$ cat src/rtl/cacc_pkg.sv
package cacc_pkg;

  localparam int OP_W   = 8;
  localparam int IMM_W  = 16;
  localparam int REG_W  = 6;
  localparam int INSN_W = OP_W + 2 + IMM_W + REG_W;

  // Field positions inside the instruction word
  localparam int DEST_LSB = 0;
  localparam int IMM_LSB  = DEST_LSB + REG_W;
  localparam int SIGN_BIT = IMM_LSB + IMM_W;
  localparam int PART_BIT = SIGN_BIT + 1;
  localparam int OP_LSB   = PART_BIT + 1;

  // Strobes and fields handed from control to datapath
  typedef struct packed {
    logic             loadFull;
    logic             loadPart;
    logic             emitWrite;
    logic             signBit;
    logic [IMM_W-1:0] imm;
    logic [REG_W-1:0] dest;
  } cacc_ctrl_t;

endpackage

$ cat src/rtl/cacc_ctrl.sv
module cacc_ctrl
  import cacc_pkg::*;
#(
  parameter logic [OP_W-1:0] LOAD_OP = 8'hA5
) (
  input  logic              clk,
  input  logic              rst,
  input  logic              instValid,
  input  logic [INSN_W-1:0] instWord,
  output cacc_ctrl_t        ctrl
);

  logic [OP_W-1:0]  opField;
  logic             partField;
  logic             signField;
  logic [IMM_W-1:0] immField;
  logic [REG_W-1:0] destField;
  logic             isLoad;
  logic             destIsZero;

  always_comb begin
    opField    = instWord[OP_LSB +: OP_W];
    partField  = instWord[PART_BIT];
    signField  = instWord[SIGN_BIT];
    immField   = instWord[IMM_LSB +: IMM_W];
    destField  = instWord[DEST_LSB +: REG_W];
    isLoad     = instValid && (opField == LOAD_OP);
    destIsZero = (destField == '0);
  end

  always_comb begin
    ctrl           = '0;
    ctrl.imm       = immField;
    ctrl.dest      = destField;
    ctrl.signBit   = signField;
    ctrl.loadFull  = isLoad && !partField;
    ctrl.loadPart  = isLoad && partField;
    ctrl.emitWrite = isLoad && !destIsZero;
  end

  // with no valid instruction no strobe is raised
  p_idle_quiet_r6: assert property (@(posedge clk) disable iff (rst)
    !instValid |-> !(ctrl.loadFull || ctrl.loadPart || ctrl.emitWrite));

  // full and partial loads never fire together
  p_mode_excl_r2: assert property (@(posedge clk) disable iff (rst)
    !(ctrl.loadFull && ctrl.loadPart));

endmodule

$ cat src/rtl/cacc_dpath.sv
module cacc_dpath
  import cacc_pkg::*;
#(
  parameter int DATA_W = 64
) (
  input  logic              clk,
  input  logic              rst,
  input  cacc_ctrl_t        ctrl,
  output logic              wrValid,
  output logic [REG_W-1:0]  wrAddr,
  output logic [DATA_W-1:0] wrData
);

  localparam int CHUNKS = DATA_W / IMM_W;
  localparam int UPPER_W = DATA_W - IMM_W;

  logic [DATA_W-1:0] accQ;
  logic [DATA_W-1:0] accNext;

  // One mux per 16-bit lane: full load, partial shift, or hold
  for (genvar g = 0; g < CHUNKS; g++) begin : g_lane
    if (g == 0) begin : g_low
      always_comb begin
        if (ctrl.loadFull || ctrl.loadPart)
          accNext[IMM_W-1:0] = ctrl.imm;
        else
          accNext[IMM_W-1:0] = accQ[IMM_W-1:0];
      end
    end else begin : g_high
      always_comb begin
        if (ctrl.loadFull)
          accNext[g*IMM_W +: IMM_W] = {IMM_W{ctrl.signBit}};
        else if (ctrl.loadPart)
          accNext[g*IMM_W +: IMM_W] = accQ[(g-1)*IMM_W +: IMM_W];
        else
          accNext[g*IMM_W +: IMM_W] = accQ[g*IMM_W +: IMM_W];
      end
    end
  end

  always_ff @(posedge clk) begin
    if (rst) begin
      accQ    <= '0;
      wrValid <= 1'b0;
      wrAddr  <= '0;
      wrData  <= '0;
    end else begin
      accQ    <= accNext;
      wrValid <= ctrl.emitWrite;
      if (ctrl.emitWrite) begin
        wrAddr <= ctrl.dest;
        wrData <= accNext;
      end
    end
  end

  // a partial load moves the old low part up one chunk
  p_part_shift_r2: assert property (@(posedge clk) disable iff (rst)
    ctrl.loadPart |=> accQ[DATA_W-1:IMM_W] == $past(accQ[UPPER_W-1:0]));

  // a full load fills everything above the immediate with S
  p_full_fill_r1: assert property (@(posedge clk) disable iff (rst)
    ctrl.loadFull |=> accQ[DATA_W-1:IMM_W] == {UPPER_W{$past(ctrl.signBit)}});

  // the accumulator holds when no load is accepted
  p_hold_r5: assert property (@(posedge clk) disable iff (rst)
    !(ctrl.loadFull || ctrl.loadPart) |=> $stable(accQ));

  // a write never targets register 0
  p_no_r0_write_r3: assert property (@(posedge clk) disable iff (rst)
    wrValid |-> wrAddr != '0);

  // after reset the accumulator and outputs are clear
  p_reset_clear_r8: assert property (@(posedge clk)
    $past(rst) |-> (accQ == '0 && !wrValid && wrData == '0));

endmodule

$ cat src/rtl/cacc_top.sv
module cacc_top
  import cacc_pkg::*;
#(
  parameter int              DATA_W  = 64,
  parameter logic [OP_W-1:0] LOAD_OP = 8'hA5
) (
  input  logic              clk,
  input  logic              rst,
  input  logic              instValid,
  input  logic [INSN_W-1:0] instWord,
  output logic              wrValid,
  output logic [REG_W-1:0]  wrAddr,
  output logic [DATA_W-1:0] wrData
);

  cacc_ctrl_t ctrlBus;

  cacc_ctrl #(.LOAD_OP(LOAD_OP)) u_ctrl (
    .clk      (clk),
    .rst      (rst),
    .instValid(instValid),
    .instWord (instWord),
    .ctrl     (ctrlBus)
  );

  cacc_dpath #(.DATA_W(DATA_W)) u_dpath (
    .clk    (clk),
    .rst    (rst),
    .ctrl   (ctrlBus),
    .wrValid(wrValid),
    .wrAddr (wrAddr),
    .wrData (wrData)
  );

  // every write follows an accepted instruction one cycle earlier
  p_write_follows_r4: assert property (@(posedge clk) disable iff (rst)
    wrValid |-> $past(instValid));

endmodule

$ cat config.mk
export PLATFORM = sky130hd
export DESIGN_NAME = cacc_top
export DESIGN_NICKNAME = d
export VERILOG_FILES = /design/src/rtl/cacc_pkg.sv /design/src/rtl/cacc_ctrl.sv /design/src/rtl/cacc_dpath.sv /design/src/rtl/cacc_top.sv
export SDC_FILE = /design/constraint.sdc
export NUM_CORES = 1
export LEC_CHECK = 0
export ABC_CLOCK_PERIOD_IN_PS = 1900
export CAP_MARGIN = 20
export CORE_ASPECT_RATIO = 1.75
export CORE_MARGIN = 3
export CORE_UTILIZATION = 50
export DETAILED_ROUTE_END_ITERATION = 16
export PLACE_DENSITY = 0.81
export SYNTH_ARGS = -nofsm -noshare
export SYNTH_HDL_FRONTEND = slang
export SYNTH_SLANG_ARGS = --single-unit
$ cat constraint.sdc
create_clock -name clk -period 1.9 [get_ports clk]
set_clock_uncertainty 0.05 [all_clocks]
set_input_delay 0.38 -clock clk [delete_from_list [all_inputs] [get_ports clk]]
set_output_delay 0.38 -clock clk [all_outputs]
set_load 0.005 [all_outputs]
==> metrics.md <==
| Metric | Value |
|---|---|
| FP Rows | `47` |
| Status | `finished, final reports clean` |
| Post-CTS Hold Buffers | `0` |
| Post-synthesis sequential area ratio | `0.4897` |
| Hold Slack | `0.4061 ns` |
| Synth Area in Compound Gates | `0.3560` |
| Final Wtd Congestion | `0.8256` |
| Slowest CP cell | `clkdlybuf4s50_1` |
| Clock latency on the worst-skew pair | `0.41 ns` |
| Routed WL | `~13,000 microns` |
| Core area | `~9500 sq um` |
| Fraction of layout cells with a size suffix above 1 | `0.2313` |
| Post-route setup slack | `0.1347 ns` |
| Worst hold path class | `flop to flop` |
| Levels on crit path | `1` |
| Power density cells | `892.4 nW/um^2` |
| Initial antenna violation count | `0` |
| Net Count, Synth | `around 550` |
| Yosys warns | `0` |
| Mean area per synthesized cell | `9.483 sq um` |
| Routed Antenna Nets | `0` |
| I/O pin count | `106` |
| Post-synth cell types | `20` |
| Post-route cell area | `6800 sq um` |
| Total CTS buffers | `17` |
| Register bit total from synthesis | `119` |
| CP Launch Type | `flop` |
| First-pass GRT wire length | `20,890 microns` |
| Max-cap violations | `0` |
| Placed Area | `6148 sq um` |
| Clock power frac | `0.538` |
| Max-slew headroom | `0.6861` |
| Critical Path AT | `1.34 ns` |
| Switching Fraction | `0.2183` |
| Reg power frac | `0.413` |
| Slew Viols, Final | `0` |
| Buffers on Ports | `105` |
| Chip Height | `136.5 microns` |
| Area of the mapped netlist | `4865 sq um` |
| FILL cells | `644` |
| Fin nets | `649` |
| Min Tclk post-route | `1.765 ns` |
| Final setup fails | `0` |
| Crit-path cells | `clkdlybuf4s50_1` |
| Combinational share of power | `0.049` |
| Pre-Repair DR Iteration Count | `5` |
| Post-Synthesis Cells | `513` |
| Xor/xnor share of the synthesized area | `0` |
| Worst-case clock buffer depth | `2` |
| Worst EP required | `between 1 and 1.5 ns` |
| Fmax | `566.5 MHz` |
| Setup WS pre-CTS | `-0.3309 ns` |
| Pwr Total | `around 6.1 mW` |
| Top cell type's share of synthesized area | `0.4897` |
| Gr usage total | `0.2446` |
| Critical Path Fanout Max | `2` |
| Crit. End Element | `primary output` |
| Synth area leaders | `dfxtp_1, a211oi_2, a21oi_1, nand2_1, nor2_1` |
| Worst Max-Slew Pin Slew | `0.4709 ns` |
| Initial core utilization | `0.5138` |
| Clock slew at reported path FFs | `approximately 0.05 ns` |
| Fin. Hold Viols | `0` |
| Diode count | `0` |
| Delay-heaviest family, CP | `buffers and inverters` |
| Dominant cell type by area after synthesis | `dfxtp_1` |
| Period utilization | `0.9291` |
| Int Pwr | `4.744 mW` |
| Proportion of synthesized area in mux cells | `0` |
| Reg-to-reg slack, setup | `0.87 ns` |
| Die area | `11,000 sq um` |
| RSZ-0062 raised after global routing | `no` |
| Number of DRC markers in iteration 0 | `a little over 400` |
| Max VDD drop | `0.0007928 V` |
| DP HPWL | `8652 microns` |
| Register-to-Register Path Depth | `2` |
| Die width | `slightly above 80 microns` |
| Leakage | `between 2 and 2.5 nW` |
| Hold path cells | `2` |
| H-tree levels | `4` |
| CTS tree | `done` |
| Synth Area in Adders | `0` |
| Wire per inst | `between 15 and 20 microns` |
| Vias per inst | `5.864` |
| Drc violations | `0` |
| Type of the worst setup path | `flop to primary output` |
| Clk Tree Root Cell | `clkbuf_16` |
| P_sw | `1.325 mW` |
| Synthesis-to-layout area growth | `39.79%` |
| Largest family of logic cells by synthesized area | `compound AO/OA/AOI/OAI gates` |
| CTS sink count | `119` |
| Grt ovf | `0` |
| Post-synthesis simple-gate area fraction | `0.08539` |
| Via count | `4,392` |
| Largest net degree at the start of global routing | `67` |
| Vias in the first global route | `around 4,300` |
| CP peak stage delay | `0.54 ns` |
| WP buf/inv | `1` |
==> final timing paths <==
path | from | endpoint
setup / recovery | u_dpath.wrData[57]$_SDFFE_PP0P_ | wrData[57]
hold / removal | u_dpath.accQ[12]$_SDFF_PP0_ | u_dpath.accQ[12]$_SDFF_PP0_
setup reg to reg | u_dpath.accQ[31]$_SDFF_PP0_ | u_dpath.accQ[47]$_SDFF_PP0_
hold reg to reg | u_dpath.accQ[12]$_SDFF_PP0_ | u_dpath.accQ[12]$_SDFF_PP0_
==> cell usage after synthesis <==
master and number:
a21oi_1 134, dfxtp_1 119, a211oi_1 10, buf_2 16
and4_1 1, nand2_1 38, a211oi_2 70, nor2_1 36
nor2b_1 1, and3_1 1, buf_4 6, nand3_1 17
clkbuf_1 28, nor3b_1 1, buf_1 1, o21ai_0 22
nand4_1 1, and4bb_1 1, buf_6 9, nor3_1 1
==> what timing repair did <==
action,4_1_cts,5_1_grt
buffers inserted,0,0
endpoints found under the hold margin,0,0
gates resized for setup,0,2
setup endpoints to repair,0,42
==> logic make-up after synthesis <==
logic type | count (synthesis)
and+or+nand+nor | 98
buffers and inverters | 60
DFF | 119
AOI/OAI and AO/OA | 236
==> state kept, by name (all words and copies together), names as in the netlist <==
register	count
u_dpath.wrData	64
u_dpath.accQ	48
u_dpath.wrValid	1
u_dpath.wrAddr	6
==> power groups by stage <==
stage,Clock [mW],Combinational [mW],Sequential [mW]
finish,3.27,0.297,2.50
global route,3.40,0.314,2.50
CTS,3.29,0.291,2.50
detailed placement,0,0.288,2.56
global placement,0,0.285,2.56
floorplan,0,0.142,2.56
==> layout by cell type (no fill, tap or decap), drive strengths merged <==
| cell type | netlist | final |
|---|---|---|
| a21oi | 134 | 134 |
| dfxtp | 119 | 119 |
| clkdlybuf4s50 | 0 | 103 |
| a211oi | 80 | 80 |
| nand2 | 38 | 38 |
| buf | 32 | 37 |
| nor2 | 36 | 36 |
| o21ai | 22 | 22 |
| clkbuf | 28 | 21 |
| nand3 | 17 | 17 |
| clkinvlp | 0 | 5 |
| clkinv | 0 | 4 |
| bufinv | 0 | 3 |
| and4 | 1 | 2 |
| and4bb | 1 | 1 |
| nor3b | 1 | 1 |
| nor2b | 1 | 1 |
| nand4 | 1 | 1 |
| and3 | 1 | 1 |
| nor3 | 1 | 1 |
==> stage by stage <==
stage / setup TNS, ns / utilization / std cells
floorplan: 0 / - / 513
finish: 0 / 0.7183 / 749
detailed placement: -29.37 / 0.6494 / 715
CTS: 0 / 0.7136 / 747
global route: 0 / 0.7183 / 749
global placement: -28.67 / 0.6494 / 715
==> layer usage <==
layer	global-route usage	vias up	wire length, microns
li1	-	2059	-
met1	0.2785	2141	5006
met2	0.4211	154	7342
met3	0.05637	38	586
met4	0.1222	0	499
met5	0	-	0
==> final cells by class <==
cell class / instances / area, sq um / share of cell area
Tap cell: 122 / 152.6 / 0.02245
Clock buffer: 20 / 456.7 / 0.06716
Timing Repair Buffer: 141 / 1473 / 0.2166
Sequential cell: 119 / 2382 / 0.3503
Clock inverter: 12 / 151.4 / 0.02226
Multi-Input combinational cell: 335 / 2185 / 0.3213
Power figures use the tool's default switching activity.
